**src/rtl/wsc_pkg.sv**
```systemverilog
package wsc_pkg;
  typedef enum logic [1:0] {
    PH_HOLD = 2'd0,
    PH_OVL  = 2'd1,
    PH_SHDN = 2'd2
  } phase_t;
endpackage

```
**src/rtl/wsc_cmd_latch.sv**
```systemverilog
module wsc_cmd_latch #(
  parameter int CODE_W = 8
) (
  input  logic              clk,
  input  logic              rst,
  input  logic              stb,
  input  logic [CODE_W-1:0] code_in,
  input  logic              shdn_in,
  input  logic              busy,
  output logic              go,
  output logic [CODE_W-1:0] go_code,
  output logic              go_shdn,
  output logic              pend_valid
);
  logic [CODE_W-1:0] pend_code;
  logic              pend_shdn;

  // A fresh strobe outranks an older held command.
  always_comb begin
    go      = !busy && (stb || pend_valid);
    go_code = stb ? code_in : pend_code;
    go_shdn = stb ? shdn_in : pend_shdn;
  end

  always_ff @(posedge clk) begin
    if (rst) begin
      pend_valid <= 1'b0;
      pend_code  <= '0;
      pend_shdn  <= 1'b0;
    end else if (stb && busy) begin
      pend_valid <= 1'b1;
      pend_code  <= code_in;
      pend_shdn  <= shdn_in;
    end else if (!busy) begin
      pend_valid <= 1'b0;
    end
  end

  // a held command is consumed as soon as the window closes
  assert_pend_drain_R10: assert property (@(posedge clk) disable iff (rst)
    (pend_valid && !busy && !stb) |=> !pend_valid);
endmodule

```
**src/rtl/wsc_sequencer.sv**
```systemverilog
module wsc_sequencer
  import wsc_pkg::*;
#(
  parameter int CODE_W      = 8,
  parameter int OVERLAP_CYC = 4,
  parameter int RESET_CODE  = 128
) (
  input  logic              clk,
  input  logic              rst,
  input  logic              go,
  input  logic [CODE_W-1:0] go_code,
  input  logic              go_shdn,
  output phase_t            phase,
  output logic [CODE_W-1:0] cur_code,
  output logic [CODE_W-1:0] nxt_code
);
  localparam int CNT_W = (OVERLAP_CYC < 2) ? 1 : $clog2(OVERLAP_CYC);
  localparam logic [CNT_W-1:0] CNT_LAST = CNT_W'(OVERLAP_CYC - 1);

  logic [CNT_W-1:0] cnt;

  always_ff @(posedge clk) begin
    if (rst) begin
      phase    <= PH_HOLD;
      cur_code <= CODE_W'(RESET_CODE);
      nxt_code <= CODE_W'(RESET_CODE);
      cnt      <= '0;
    end else begin
      unique case (phase)
        PH_HOLD: begin
          if (go) begin
            if (go_shdn) begin
              phase    <= PH_SHDN;
              cur_code <= go_code;
            end else if (go_code != cur_code) begin
              phase    <= PH_OVL;
              nxt_code <= go_code;
              cnt      <= '0;
            end
          end
        end
        PH_OVL: begin
          if (cnt == CNT_LAST) begin
            phase    <= PH_HOLD;
            cur_code <= nxt_code;
          end else begin
            cnt <= cnt + 1'b1;
          end
        end
        PH_SHDN: begin
          if (go) begin
            cur_code <= go_code;
            if (!go_shdn) phase <= PH_HOLD;
          end
        end
        default: phase <= PH_HOLD;
      endcase
    end
  end

  // window counter never passes its limit
  assert_overlap_window_R4: assert property (@(posedge clk) disable iff (rst)
    (phase == PH_OVL) |-> (cnt <= CNT_LAST));
  // the window closes onto the new code
  assert_overlap_retire_R4: assert property (@(posedge clk) disable iff (rst)
    (phase == PH_OVL && cnt == CNT_LAST) |=> (phase == PH_HOLD && cur_code == $past(nxt_code)));
  // nothing moves without a command
  assert_hold_stable_R11: assert property (@(posedge clk) disable iff (rst)
    (phase == PH_HOLD && !go) |=> (phase == PH_HOLD && $stable(cur_code)));
endmodule

```
**src/rtl/wsc_tap_decode.sv**
```systemverilog
module wsc_tap_decode
  import wsc_pkg::*;
#(
  parameter int CODE_W     = 8,
  parameter int NUM_TAPS   = 256,
  parameter int RESET_CODE = 128
) (
  input  logic                clk,
  input  logic                rst,
  input  phase_t              phase,
  input  logic [CODE_W-1:0]   cur_code,
  input  logic [CODE_W-1:0]   nxt_code,
  output logic [NUM_TAPS-1:0] tap_en_o,
  output logic                hi_open_o,
  output logic                wiper_short_o
);
  logic                show_cur;
  logic                show_nxt;
  logic [NUM_TAPS-1:0] tap_d;

  assign show_cur = (phase != PH_SHDN);
  assign show_nxt = (phase == PH_OVL);

  for (genvar i = 0; i < NUM_TAPS; i++) begin : g_tap
    assign tap_d[i] = (show_cur && cur_code == CODE_W'(i)) ||
                      (show_nxt && nxt_code == CODE_W'(i));
  end

  always_ff @(posedge clk) begin
    if (rst) begin
      tap_en_o             <= '0;
      tap_en_o[RESET_CODE] <= 1'b1;
      hi_open_o            <= 1'b0;
      wiper_short_o        <= 1'b0;
    end else begin
      tap_en_o      <= tap_d;
      hi_open_o     <= (phase == PH_SHDN);
      wiper_short_o <= (phase == PH_SHDN);
    end
  end

  // ladder fully open and wiper tied low together
  assert_shdn_open_R5: assert property (@(posedge clk) disable iff (rst)
    hi_open_o |-> (tap_en_o == '0 && wiper_short_o));
  // one or two taps whenever the ladder is connected
  assert_tap_count_R7: assert property (@(posedge clk) disable iff (rst)
    !hi_open_o |-> ($countones(tap_en_o) == 1 || $countones(tap_en_o) == 2));
  // a lone tap never hands over directly to another lone tap
  assert_make_first_R3: assert property (@(posedge clk) disable iff (rst)
    (!hi_open_o && !$past(hi_open_o) && $countones(tap_en_o) == 1 &&
     $countones($past(tap_en_o)) == 1) |-> (tap_en_o == $past(tap_en_o)));
  // recovery lands on a single tap
  assert_restore_single_R8: assert property (@(posedge clk) disable iff (rst)
    ($past(hi_open_o) && !hi_open_o) |-> ($countones(tap_en_o) == 1));
endmodule

```
**src/rtl/wiper_switch_ctrl.sv**
```systemverilog
module wiper_switch_ctrl
  import wsc_pkg::*;
#(
  parameter int CODE_W         = 8,
  parameter int OVERLAP_CYC    = 4,
  parameter int RESET_CODE     = 128,
  parameter int MAX_SETTLE_CYC = 375
) (
  input  logic                     clk,
  input  logic                     rst,
  input  logic [CODE_W-1:0]        wiper_code_i,
  input  logic                     shutdown_i,
  input  logic                     apply_stb_i,
  output logic [(1<<CODE_W)-1:0]   tap_en_o,
  output logic                     hi_open_o,
  output logic                     wiper_short_o
);
  localparam int NUM_TAPS = 1 << CODE_W;
  localparam int SET_W    = $clog2(MAX_SETTLE_CYC + 1);

  phase_t            phase;
  logic [CODE_W-1:0] cur_code;
  logic [CODE_W-1:0] nxt_code;
  logic              go;
  logic [CODE_W-1:0] go_code;
  logic              go_shdn;
  logic              pend_valid;
  logic              busy;

  assign busy = (phase == PH_OVL);

  wsc_cmd_latch #(.CODE_W(CODE_W)) u_latch (
    .clk        (clk),
    .rst        (rst),
    .stb        (apply_stb_i),
    .code_in    (wiper_code_i),
    .shdn_in    (shutdown_i),
    .busy       (busy),
    .go         (go),
    .go_code    (go_code),
    .go_shdn    (go_shdn),
    .pend_valid (pend_valid)
  );

  wsc_sequencer #(
    .CODE_W      (CODE_W),
    .OVERLAP_CYC (OVERLAP_CYC),
    .RESET_CODE  (RESET_CODE)
  ) u_seq (
    .clk      (clk),
    .rst      (rst),
    .go       (go),
    .go_code  (go_code),
    .go_shdn  (go_shdn),
    .phase    (phase),
    .cur_code (cur_code),
    .nxt_code (nxt_code)
  );

  wsc_tap_decode #(
    .CODE_W     (CODE_W),
    .NUM_TAPS   (NUM_TAPS),
    .RESET_CODE (RESET_CODE)
  ) u_dec (
    .clk           (clk),
    .rst           (rst),
    .phase         (phase),
    .cur_code      (cur_code),
    .nxt_code      (nxt_code),
    .tap_en_o      (tap_en_o),
    .hi_open_o     (hi_open_o),
    .wiper_short_o (wiper_short_o)
  );

  // Settle watch: cycles since the latest strobe while work is outstanding.
  logic [SET_W-1:0] settle_cnt;
  always_ff @(posedge clk) begin
    if (rst || apply_stb_i) begin
      settle_cnt <= '0;
    end else if ((busy || pend_valid) && settle_cnt != SET_W'(MAX_SETTLE_CYC)) begin
      settle_cnt <= settle_cnt + 1'b1;
    end
  end

  // outstanding work clears early enough to leave room for the output register
  assert_settle_bound_R6: assert property (@(posedge clk) disable iff (rst)
    (busy || pend_valid) |-> (settle_cnt < SET_W'(MAX_SETTLE_CYC - 2)));
endmodule

```
**config.mk**
```make
export PLATFORM = sky130hd
export DESIGN_NAME = wiper_switch_ctrl
export DESIGN_NICKNAME = d
export VERILOG_FILES = /design/src/rtl/wsc_pkg.sv /design/src/rtl/wsc_cmd_latch.sv /design/src/rtl/wsc_sequencer.sv /design/src/rtl/wsc_tap_decode.sv /design/src/rtl/wiper_switch_ctrl.sv
export SDC_FILE = /design/constraint.sdc
export NUM_CORES = 1
export LEC_CHECK = 0
export CORE_ASPECT_RATIO = 1.4
export CORE_MARGIN = 1.5
export CORE_UTILIZATION = 40
export DETAILED_ROUTE_END_ITERATION = 6
export GPL_TIMING_DRIVEN = 1
export HOLD_SLACK_MARGIN = 0.06
export PLACE_DENSITY = 0.65
export SLEW_MARGIN = 20
export SYNTH_ARGS = -nofsm -noshare
export SYNTH_HDL_FRONTEND = slang
export SYNTH_HIERARCHICAL = 1
export SYNTH_SLANG_ARGS = --single-unit
```
**constraint.sdc**
```tcl
create_clock -name clk -period 2.7 [get_ports clk]
set_clock_uncertainty 0.05 [all_clocks]
set_input_delay 0.54 -clock clk [delete_from_list [all_inputs] [get_ports clk]]
set_output_delay 0.54 -clock clk [all_outputs]
set_load 0.03 [all_outputs]
```
# Word level (Yosys, flattened, before mapping)
# Cells that the tools add are included.
[totals]
inputBits = 12
out_inout_bits = 258
elab_cells = 1338
ff_bits = 287
[op_classes]
mux = 21
n_eq_ne = 525
n_addsub = 1
n_bitwise = 1
reduce_logical = 781
[ops]
columns = ["op", "count"]
rows = [
  ["equality test 8 bit, second input constant", 256],
  ["equality test 8 x 7 -> 1 bit, second input constant", 128],
  ["logical AND 1 bit", 514],
  ["equality test 8 x 6 -> 1 bit, second input constant", 64],
  ["logical OR 1 bit", 257],
  ["equality test 8 x 5 -> 1 bit, second input constant", 32],
  ["equality test 8 x 4 -> 1 bit, second input constant", 16],
  ["equality test 8 x 3 -> 1 bit, second input constant", 8],
  ["two-way mux 8 bit", 5],
  ["equality test 8 x 2 -> 1 bit, second input constant", 4],
  ["case mux 8 bit (3 select lines)", 1],
  ["two-way mux 2 bit", 10],
  ["equality test 8 x 1 -> 1 bit, second input constant", 2],
  ["zero test 8 bit", 2],
  ["inequality test 2 bit, second input constant", 8],
  ["AND reduction 5 bit", 3],
  ["inequality test 8 bit", 1],
  ["case mux 2 bit (3 select lines)", 1],
  ["equality test 2 bit, second input constant", 2],
  ["inequality test 2 x 1 -> 1 bit, second input constant", 2],
  ["case mux 2 bit (2 select lines)", 1],
  ["AND reduction 4 bit", 1],
  ["two-way mux 1 bit", 3],
  ["inequality test 3 x 1 -> 1 bit, second input constant", 1],
  ["other kinds (7)", 7],
]

# Depth between registers and ports, before layout
# Gate-level depths: netlist of the first run.
[logic_depth]
ltp_word = 6
mapped_depth = 9
depth_no_buf = 6

# Modules after synthesis
# Netlist of the first run, hierarchy kept.
[by_module_without_submodules]
columns = ["module", "area_per_inst_um2", "seq_area_each_um2", "n_inst", "cells_each"]
rows = [
  ["wsc_tap_decode", 11343.4, 5144.9, 1, 1310],
  ["wsc_sequencer", 1083.5, 400.4, 1, 106],
  ["wsc_cmd_latch", 583.1, 200.2, 1, 55],
  ["wiper_switch_ctrl", 13.8, 0.0, 1, 1],
]

# Worst setup path after synthesis of the first run
# OpenSTA, ideal clock, no wires.
[synth_path]
path_kind = "input to register"
startpoint = "in apply_stb_i"
endpoint = "reg u_seq.cnt[0]"
path_stages = 7
path_slack_ps = 498
arrival_ps = 2061
required_time_ps = 2559
cell_sequence = "buf_6 > buf_6 > mux2_4 > xor2_1 > nor4_2 > nand3b_1 > a311oi_1"
[synth_via]
elab_chain_cells = 4
elab_cells_between_ends = 9
[synth_lines]
columns = ["element", "line", "rtl"]
rows = [
  ["from (decl)", "wiper_switch_ctrl.sv:13", "input logic apply_stb_i,"],
  ["two-way mux 8 bit", "wsc_cmd_latch.sv:21", "go_code = stb ? code_in : pend_code;"],
  ["named net go_code[4]", "wiper_switch_ctrl.sv:25", "logic [CODE_W-1:0] go_code;"],
  ["inequality test 8 bit", "wsc_sequencer.sv:35", "end else if (go_code != cur_code) begin"],
  ["inequality test 2 x 1 -> 1 bit (no source line)", "n/a", ""],
  ["AND reduction 5 bit (no source line)", "n/a", ""],
  ["to (signal assigned)", "wsc_sequencer.sv:47", "cnt <= cnt + 1'b1;"],
  ["to (decl)", "wsc_sequencer.sv:20", "logic [CNT_W-1:0] cnt;"],
]
# The timed path passes the listed nets, and every way through them passes these cells.
# A chain may end at the register's enable or synchronous reset.

# Final worst setup path of the first run
[layout_path]
startpoint = "reg u_seq.cur_code[3]"
endpoint = "reg u_dec.tap_en_o[206]"
[layout_via]
elab_chain_cells = 3
[layout_lines]
columns = ["element", "line", "rtl"]
rows = [
  ["from (decl)", "wsc_sequencer.sv:14", "output logic [CODE_W-1:0] cur_code,"],
  ["from (signal assigned)", "wsc_sequencer.sv:25", "cur_code <= CODE_W'(RESET_CODE);"],
  ["from (signal assigned)", "wsc_sequencer.sv:34", "cur_code <= go_code;"],
  ["from (signal assigned)", "wsc_sequencer.sv:45", "cur_code <= nxt_code;"],
  ["equality test 8 bit", "wsc_tap_decode.sv:25", "assign tap_d[i] = (show_cur && cur_code == CODE_W'(i)) ||"],
  ["logical AND 1 bit", "wsc_tap_decode.sv:25", ""],
  ["logical OR 1 bit", "wsc_tap_decode.sv:25", ""],
  ["to (signal assigned)", "wsc_tap_decode.sv:36", "tap_en_o <= tap_d;"],
  ["to (decl)", "wsc_tap_decode.sv:13", "output logic [NUM_TAPS-1:0] tap_en_o,"],
]
# Every way passes these cells.

==> results of run 1 <==
==> power by group through the flow <==
stage / clock, mW / sequential [mW] / combinational (mW)
after floorplan: 0 / 4.45 / 0.900
after CTS: 4.19 / 4.41 / 1.16
after global routing: 4.37 / 4.42 / 1.25
after detailed placement: 0 / 4.50 / 1.16
final: 4.14 / 4.41 / 1.19
after global placement: 0 / 4.50 / 1.14
==> worst max-delay path by stage <==
stage / cells after the start / start / to
after floorplan: 7 / apply_stb_i / u_seq/cnt[0]$_SDFFE_PP0P_
after global placement: 9 / apply_stb_i / u_seq/nxt_code[7]$_SDFFE_PP1P_
after detailed placement: 9 / apply_stb_i / u_seq/nxt_code[4]$_SDFFE_PP0P_
after CTS: 1 / u_dec/tap_en_o[244]$_SDFF_PP0_ / tap_en_o[244]
after global routing: 3 / u_seq/cur_code[6]$_SDFFE_PP0P_ / u_dec/tap_en_o[70]$_SDFF_PP0_
final: 4 / u_seq/cur_code[3]$_SDFFE_PP0P_ / u_dec/tap_en_o[206]$_SDFF_PP0_
==> critical path, delay by kind of cell (launching register included) <==
kind                   cells  cell delay (ns)
and+or+nand+nor            2             0.78
DFF                        1             0.92
AOI/OAI and AO/OA          1             0.19
buffers and inverters      1             0.31
==> state kept, by name, indices dropped and copies added (netlist names) <==
register / flops
u_dec/wiper_short_o: 1
u_seq/cur_code: 8
u_seq/cnt: 2
u_latch/pend_code: 8
u_latch/pend_shdn: 1
u_seq/phase: 2
u_latch/pend_valid: 1
u_dec/tap_en_o: 256
u_seq/nxt_code: 8
==> cells by family (layout without fill, tap and decap cells) <==
group           after synthesis  after routing
mux                          27             27
fa+ha+maj                     1              1
buf+inv                     229            406
compound gates              289            289
flops                       287            287
xor+xnor                      8              8
simple gates                631            631
==> stage by stage <==
| stage | instance area [um2] | setup TNS [ns] |
|---|---|---|
| 6_report | 16700 | 0 |
| 5_1_grt | 16700 | 0 |
| 4_1_cts | 16700 | 0 |
| 3_5_place_dp | 15700 | -0.869 |
| 3_3_place_gp | 15700 | -0.960 |
| 2_1_floorplan | 13000 | 0 |
==> layout by cell type, fill, tap and decap left out, types with 9 or more instances in the layout <==
cell type and n:
buf_12 18, mux2i_1 17, nand2b_1 15, and4b_1 15, a21oi_2 9, mux2_2 9
clkbuf_16 28, a21bo_1 9, nand3_1 488, buf_4 67, clkdlybuf4s50_1 268, nand4_1 32
nor2_1 17, a21oi_1 257, and4bb_2 22, nor4b_4 16, dfxtp_1 287
==> metal layers <==
metal  GRT usage (%)  wire (um)
met5               0          0
met4            18.9       3590
met3            4.96       4760
met2            43.3      21800
met1            34.3      18000
==> layout make-up <==
| cell class | instances | area share, % |
|---|---|---|
| Inverter | 2 | 0.0450 |
| Multi-Input combinational cell | 956 | 35.3 |
| Sequential cell | 287 | 34.5 |
| Tap cell | 400 | 3.00 |
| Timing Repair Buffer | 354 | 21.4 |
| Clock inverter | 18 | 1.39 |
| Clock buffer | 32 | 4.47 |
==> metrics.txt, run 1 <==
status finished with violations; failing checks DRC; Synth Flop Type dfxtp_1; count of hold-fix buffers inserted at cts 0; Post-Layout Cell Count 2049; CP max stage delay 0.92 ns; cts bufs inserted 28; GP Congestion 0.818; slowest stage cell, crit path dfxtp_1; leading post-synthesis cells by cell area dfxtp_1 44%, nand3_1 19%, a21oi_1 9.9%; H-tree levels 1; Crit. End Element flip-flop; multiplexer share of the synthesized area 2.20%; achievable frequency 428 MHz; largest net degree at the start of global routing 123; Die Width 156 um; post-synthesis net count 1485; Async SR Flop Fraction 0%; post-synthesis compound-gate area fraction 12.2%; slack of the critical path 0.362 ns; initial antenna violation count 0; Filler cells 2947; Internal Power 7.05 mW; Worst Hold Class flip-flop to flip-flop; drt wl/cell 23.5 um; final hold viol count 0; Unique masters post-synth 46; detailed placement HPWL 30400 um; number of setup buffers added after CTS 0; startpoint types flip-flop; DR vias 12.5k; Hold Crit Depth 1; Setup-failing EPs final 0; port bufs 269; YS warnings 6; simple-gate area share of the yosys netlist 29.8%; Tot GR Track Use 27.6%; Peak VDD IR 0.484 mV; post-route DRC violation count 7; CTS tree built; First-pass DRT Iterations 7; Die ar. 33700 um2; EDFF count, synth 0; fin nets 1642; vias in the first global route 11.6k; Arr. time, crit path 2.78 ns; Pleak 5.30 nW; FF+latch count, synth 287; Adder-Cell Fraction of Synth Area 0.0961%; pins over their slew limit 0; period utilisation layout 86.6%; crit path cell chain and4b_1 > buf_4 > nand3_1 > a21oi_1; Clk pwr share 42.5%; Register-to-Register Path Depth 4; sequential power share 45.3%; CTS root buffer clkbuf_16; clk slew on worst S/H paths 0.07 ns; Synth area leader dfxtp_1; # IOs 270; clk_lat worst skew 0.58 ns; switching pwr 2.69 mW; reg-to-reg slack, setup 0.36 ns; list of most frequent post-synthesis cells 488 x nand3_1, 287 x dfxtp_1, 257 x a21oi_1; Std-Cell Rows 78; Gate power share 12.2%; register area 5750 um2; crit path max fanout 18; required time of the critical path 3.14 ns; final hold slack 0.466 ns; worst-margin pin slew 0.942 ns; Avg Inst Size Synth 8.85 um2; grt ovf 0; Switching Share 27.6%; Vias/cell 6.09; WS Path Type flip-flop to flip-flop; top-area cell type share of the netlist area 44.1%; Tmin final 2.34 ns; post-CTS sizing 0; Slew headroom 37.1%; first-pass GRT wire length 70600 um; Initial Utilization 40.4%; initial DRC count 1870; reg2reg end u_dec/tap_en_o[206]$_SDFF_PP0_; Routed WL 48100 um; top-count cell post-synth nand3_1; layout cells sized above 1 12.7%; n_diodes 0; hold endpoint u_seq/cnt[0]$_SDFFE_PP0P_; Max Cap Viol 0; die span in y 217 um; Placed Cells 1999; r2r startpoint u_seq/cur_code[3]$_SDFFE_PP0P_; Mapped Cells 1472; dominant combinational cell family by area after synthesis simple AND/OR/NAND/NOR gates; Post-Syn Area 13000 um2; worst slack, placed -0.0998 ns; core area 32200 um2; clock sink total 287; Post-Synth XOR/XNOR Area 0.711%; overall power 9.74 mW; power per cell area 584 nW/um2; Final ANT Viol Nets 0; post-synthesis sequential area ratio 44.1%; Hold Startpoint u_seq/cnt[0]$_SDFFE_PP0P_; Clock Path Buffers 3; area growth from synthesis to layout 28.0%; Final Util 51.8%; RSZ-0062 raised after global routing false; area of the multi-input gates 5880 um2
Note: power is estimated with default switching activity, not from simulation.
==> run 2: changes to the inputs <==
clock period = 2.4 ns   (was 2.7 ns; I/O delays follow)
==> metrics.txt, run 2 (same netlist as run 1, synthesis figures left out) <==
H-tree levels 1 (unchanged); pins over their slew limit 0 (unchanged); Die ar. 33700 um2 (unchanged); initial antenna violation count 0 (unchanged); drt wl/cell 22.7 um (was 23.5 um); Max Cap Viol 0 (unchanged); DR vias 12.5k (about the same); CP Depth 8 (was 4); RSZ-0062 raised after global routing false (unchanged); Tmin final 2.22 ns; Peak VDD IR 0.494 mV (was 0.484 mV); n_diodes 0 (unchanged); # IOs 270 (unchanged); clock sink total 287 (unchanged); grt ovf 0 (unchanged); Worst Hold Class primary input to flip-flop (was flip-flop to flip-flop); port bufs 269 (unchanged); Filler cells 2926 (was 2947); Tot GR Track Use 27.1% (was 27.6%); power per cell area 647 nW/um2 (was 584 nW/um2); Slew headroom 42.6% (was 37.1%); status finished with violations (unchanged); setup TNS 0 ns (unchanged); reg-to-reg slack, setup 0.29 ns (was 0.36 ns); Vias/cell 5.99 (was 6.09); Crit. Startpoint apply_stb_i (was u_seq/cur_code[3]$_SDFFE_PP0P_); crit path max fanout 19 (was 18); required time of the critical path 2.81 ns (was 3.14 ns); largest net degree at the start of global routing 93 (was 123); failing checks DRC (unchanged); Critical path buffers and inverters 3 (was 1); Arr. time, crit path 2.63 ns (was 2.78 ns); Final Util 52.4% (was 51.8%); clk_lat worst skew 0.55 ns (was 0.58 ns); detailed placement HPWL 30900 um (was 30400 um); area growth from synthesis to layout 29.5% (was 28.0%); Pleak 5.46 nW (was 5.30 nW); final hold viol count 0 (unchanged); cts bufs inserted 27 (was 28); count of hold-fix buffers inserted at cts 0 (unchanged); largest register by flop count u_dec/tap_en_o (unchanged); commonest non-fill, non-tap cell in the layout nand3_1 (unchanged); layout cells sized above 1 14.5% (was 12.7%); WS Path Type primary input to flip-flop (was flip-flop to flip-flop); CP endpoint u_seq/cnt[0]$_SDFFE_PP0P_ (was u_dec/tap_en_o[206]$_SDFF_PP0_); Post-Layout Cell Count 2082 (was 2049); achievable frequency 450 MHz; worst-margin pin slew 0.854 ns (was 0.942 ns); Setup-failing EPs final 0 (unchanged); Clock Path Buffers 3 (unchanged); die span in y 217 um (unchanged); reg2reg end u_dec/tap_en_o[249]$_SDFF_PP0_ (was u_dec/tap_en_o[206]$_SDFF_PP0_); core area 32200 um2 (unchanged); CTS root buffer clkbuf_16 (unchanged); crit path cell chain clkdlybuf4s50_1 > buf_12 > mux2_2 > xor2_1 > nor4_2 > buf_4 > nand3b_1 > a311oi_2 (was and4b_1 > buf_4 > nand3_1 > a21oi_1); fin nets 1674 (was 1642); most frequent cells in the layout 488 x nand3_1, 287 x dfxtp_1, 268 x clkdlybuf4s50_1, 257 x a21oi_1, 103 x buf_4 (was 488 x nand3_1, 287 x dfxtp_1, 268 x clkdlybuf4s50_1, 257 x a21oi_1, 67 x buf_4); CTS tree built (unchanged); Std-Cell Rows 78 (unchanged); cell family with most CP delay buffers and inverters (was flip-flops); slowest stage cell, crit path clkdlybuf4s50_1 (was dfxtp_1); vias in the first global route 11.8k (was 11.6k); Initial Utilization 40.4% (unchanged); Routed WL 47300 um (was 48100 um); initial DRC count 1790 (was 1870); startpoint types primary input (was flip-flop); Crit. End Element flip-flop (unchanged); first-pass GRT wire length 69600 um (was 70600 um); GP Congestion 0.823 (was 0.818); Final ANT Viol Nets 0 (unchanged); Die Width 156 um (unchanged); First-pass DRT Iterations 7 (unchanged); CP max stage delay 0.51 ns (was 0.92 ns); post-route DRC violation count 11 (was 7); Register-to-Register Path Depth 4 (unchanged); Placed Cells 2032 (was 1999); period utilisation layout 92.6%; clk slew on worst S/H paths 0.07 ns (about the same); r2r startpoint u_seq/cur_code[1]$_SDFFE_PP0P_ (was u_seq/cur_code[3]$_SDFFE_PP0P_); max reg flops 256 (unchanged)
[run 2: cell count changes in the layout (fill, tap and decap cells not counted)]
cell	change
inv_8	+1
clkbuf_16	-1
clkinv_4	+4
clkbuf_8	-1
clkinv_8	-1
inv_6	+2
clkinvlp_4	-4
buf_12	-3
a311oi_2	+1
a311oi_1	-1
buf_4	+36
[run 2: report_power, final]
group,internal (mW),switching (mW)
registers,4.81,0.0810
logic,0.491,0.971
clock network,2.60,1.95
[run 2: worst reg2reg max path, delay by kind of cell, from the launching register on]
family / cells / cell delay (ns)
AND/OR/NAND/NOR: 2 / 0.96
buffers and inverters: 1 / 0.28
AO/OA/AOI/OAI: 1 / 0.22
flip-flops: 1 / 0.51
[run 2: area by class of cell]
cell class | instances | area (um2) | share of cell area, %
flip-flops and latches | 287 | 5750 | 34.1
well taps | 400 | 500 | 2.97
multi-input cells | 956 | 5880 | 34.9
clock inverters | 20 | 249 | 1.48
inverters | 2 | 7.51 | 0.0445
clock buffers | 30 | 707 | 4.19
repair buffers | 387 | 3770 | 22.4
[run 2: worst min path at each step]
stage                              startpoint                                end  slack (ns)  cells past startpoint
floorplan           u_seq/cnt[0]$_SDFFE_PP0P_          u_seq/cnt[0]$_SDFFE_PP0P_        0.40                      1
global placement    u_seq/cnt[0]$_SDFFE_PP0P_          u_seq/cnt[0]$_SDFFE_PP0P_        0.42                      1
detailed placement  u_seq/cnt[0]$_SDFFE_PP0P_          u_seq/cnt[0]$_SDFFE_PP0P_        0.45                      1
CTS                                       rst  u_latch/pend_code[2]$_SDFFE_PP0P_        0.44                      2
global route                              rst  u_latch/pend_code[2]$_SDFFE_PP0P_        0.48                      2
finish                                    rst  u_latch/pend_code[2]$_SDFFE_PP0P_        0.46                      2
[run 2: timing repair]
item | in CTS | in global routing
setup endpoints to repair | 0 | 1
resized for setup | 0 | 1
setup buffers | 0 | 0
[run 2: routing by layer]
| metal | routed length [um] | up-vias | share of wire [%] | global-route usage [%] |
|---|---|---|---|---|
| met2 | 21900 | 826 | 46 | 43.5 |
| met4 | 3170 | 0 | 6.7 | 17.6 |
| met1 | 17700 | 5819 | 37 | 33.1 |
| li1 | - | 5623 | - | - |
| met5 | 0 | - | 0 | 0 |
| met3 | 4490 | 193 | 9.5 | 5.10 |
[run 2: through the flow]
stage	power (mW)	setup WS [ns]	cell area, um2	hold WS (ns)
after floorplan	6.02	0.258	13000	0.404
after global placement	6.40	-0.367	15900	0.422
after detailed placement	6.43	-0.397	15900	0.451
after CTS	11.0	0.173	16900	0.442
after global routing	11.3	0.0433	16900	0.479
final	10.9	0.178	16900	0.457
==> run 3: changes to the inputs <==
==> constraint.sdc (replaced) <==
create_clock -name clk -period 2.4 [get_ports clk]
set_clock_uncertainty 0.05 [all_clocks]
set_input_delay 0.6 -clock clk [delete_from_list [all_inputs] [get_ports clk]]
set_output_delay 0.6 -clock clk [all_outputs]
set_load 0.03 [all_outputs]
==> metrics.txt, run 3 (same netlist as run 1, synthesis figures left out) <==
CP max stage delay 0.80 ns (was 0.51 ns); CTS tree built (unchanged); Pleak 5.38 nW (was 5.46 nW); clk slew on worst S/H paths 0.07 ns (about the same); Die Width 156 um (unchanged); Final ANT Viol Nets 0 (unchanged); largest net degree at the start of global routing 86 (was 93); Peak VDD IR 0.422 mV (was 0.494 mV); worst-margin pin slew 0.921 ns (was 0.854 ns); commonest non-fill, non-tap cell in the layout nand3_1 (unchanged); Worst Hold Class flip-flop to flip-flop (was primary input to flip-flop); required time of the critical path 1.75 ns (was 2.81 ns); crit path max fanout 1 (was 19); vias in the first global route 11.6k (was 11.8k); drt wl/cell 23.2 um (was 22.7 um); CTS root buffer clkbuf_16 (unchanged); post-route DRC violation count 53 (was 11); slowest stage cell, crit path clkdlybuf4s50_1 (unchanged); grt ovf 0 (unchanged); initial DRC count 1697 (was 1790); number of setup buffers added after CTS 0 (unchanged); GP Congestion 0.818 (was 0.823); most frequent cells in the layout 488 x nand3_1, 287 x dfxtp_1, 268 x clkdlybuf4s50_1, 257 x a21oi_1, 98 x buf_4 (was 488 x nand3_1, 287 x dfxtp_1, 268 x clkdlybuf4s50_1, 257 x a21oi_1, 103 x buf_4); Final Util 51.9% (was 52.4%); Post-Layout Cell Count 2076 (was 2082); startpoint types flip-flop (was primary input); n_diodes 0 (unchanged); Std-Cell Rows 78 (unchanged); crit path cell chain clkdlybuf4s50_1 (was clkdlybuf4s50_1 > buf_12 > mux2_2 > xor2_1 > nor4_2 > buf_4 > nand3b_1 > a311oi_2); Critical path buffers and inverters 1 (was 3); power per cell area 637 nW/um2 (was 647 nW/um2); Tot GR Track Use 27.5% (was 27.1%); clock sink total 287 (unchanged); Setup-failing EPs final 0 (unchanged); status finished with violations (unchanged); die span in y 217 um (unchanged); Routed WL 48200 um (was 47300 um); Die ar. 33700 um2 (unchanged); # IOs 270 (unchanged); Slew headroom 38.2% (was 42.6%); detailed placement HPWL 30600 um (was 30900 um); cell family with most CP delay buffers and inverters (unchanged); Vias/cell 6.00 (was 5.99); post-CTS sizing 0 (unchanged); failing checks DRC (unchanged); RSZ-0062 raised after global routing true (was false); achievable frequency 426 MHz (was 450 MHz); Max Cap Viol 0 (unchanged); Arr. time, crit path 1.70 ns (was 2.63 ns); First-pass DRT Iterations 7 (unchanged); WS Path Type flip-flop to primary output (was primary input to flip-flop); area growth from synthesis to layout 28.3% (was 29.5%); period utilisation layout 97.8% (was 92.6%); fin nets 1667 (was 1674); max reg flops 256 (unchanged); clk_lat worst skew 0.58 ns (was 0.55 ns); initial antenna violation count 0 (unchanged); Crit. End Element primary output (was flip-flop); first-pass GRT wire length 70500 um (was 69600 um); cts bufs inserted 28 (was 27); Initial Utilization 40.4% (unchanged); DR vias 12.5k (about the same); final hold viol count 0 (unchanged); Clock Path Buffers 3 (unchanged); Tmin final 2.35 ns (was 2.22 ns); count of hold-fix buffers inserted at cts 0 (unchanged); largest register by flop count u_dec/tap_en_o (unchanged); H-tree levels 1 (unchanged); core area 32200 um2 (unchanged); port bufs 269 (unchanged); pins over their slew limit 0 (unchanged); Placed Cells 2024 (was 2032); layout cells sized above 1 14.0% (was 14.5%)
[run 3: final cells by class]
type                            count  area [um2]
Inverter                            2        7.51
Clock buffer                       34         743
Timing Repair Buffer              379        3670
Clock inverter                     18         158
Fill cell                        2972       15500
Multi-Input combinational cell    956        5880
Sequential cell                   287        5750
Tap cell                          400         500
[run 3: worst paths after layout]
path / start / cells past startpoint / end / slack (ns)
hold reg to reg: u_seq/cnt[0]$_SDFFE_PP0P_ / 1 / u_seq/cnt[0]$_SDFFE_PP0P_ / 0.46
setup / recovery: u_dec/tap_en_o[248]$_SDFF_PP0_ / 1 / tap_en_o[248] / 0.05
hold / removal: u_seq/cnt[0]$_SDFFE_PP0P_ / 1 / u_seq/cnt[0]$_SDFFE_PP0P_ / 0.46
setup reg to reg: u_seq/cur_code[0]$_SDFFE_PP0P_ / 3 / u_dec/tap_en_o[19]$_SDFF_PP0_ / 0.22
[run 3: power breakdown]
part,switching (mW),total [mW],internal (mW)
clock network,2.02,4.29,2.28
logic,0.959,1.43,0.473
registers,0.101,4.91,4.81
total,3.08,10.6,7.56
[run 3: per-stage QoR]
stage	area (um2)	total power, mW	hold slack (ns)	TNS [ns]	worst slack (ns)
after floorplan	13000	6.02	0.404	0	0.138
after global placement	15800	6.39	0.418	-6.47	-0.467
after detailed placement	15800	6.41	0.436	-6.76	-0.459
after CTS	16700	10.7	0.451	0	0.0795
after global routing	16700	11.0	0.498	-0.0571	-0.0300
final	16700	10.6	0.457	0	0.0528
[run 3: metal layers]
layer	track usage [%]	part of all wire, %
met1	34.3	37
met2	43.9	46
met3	4.76	9.5
met4	17.0	7.0
met5	0	0
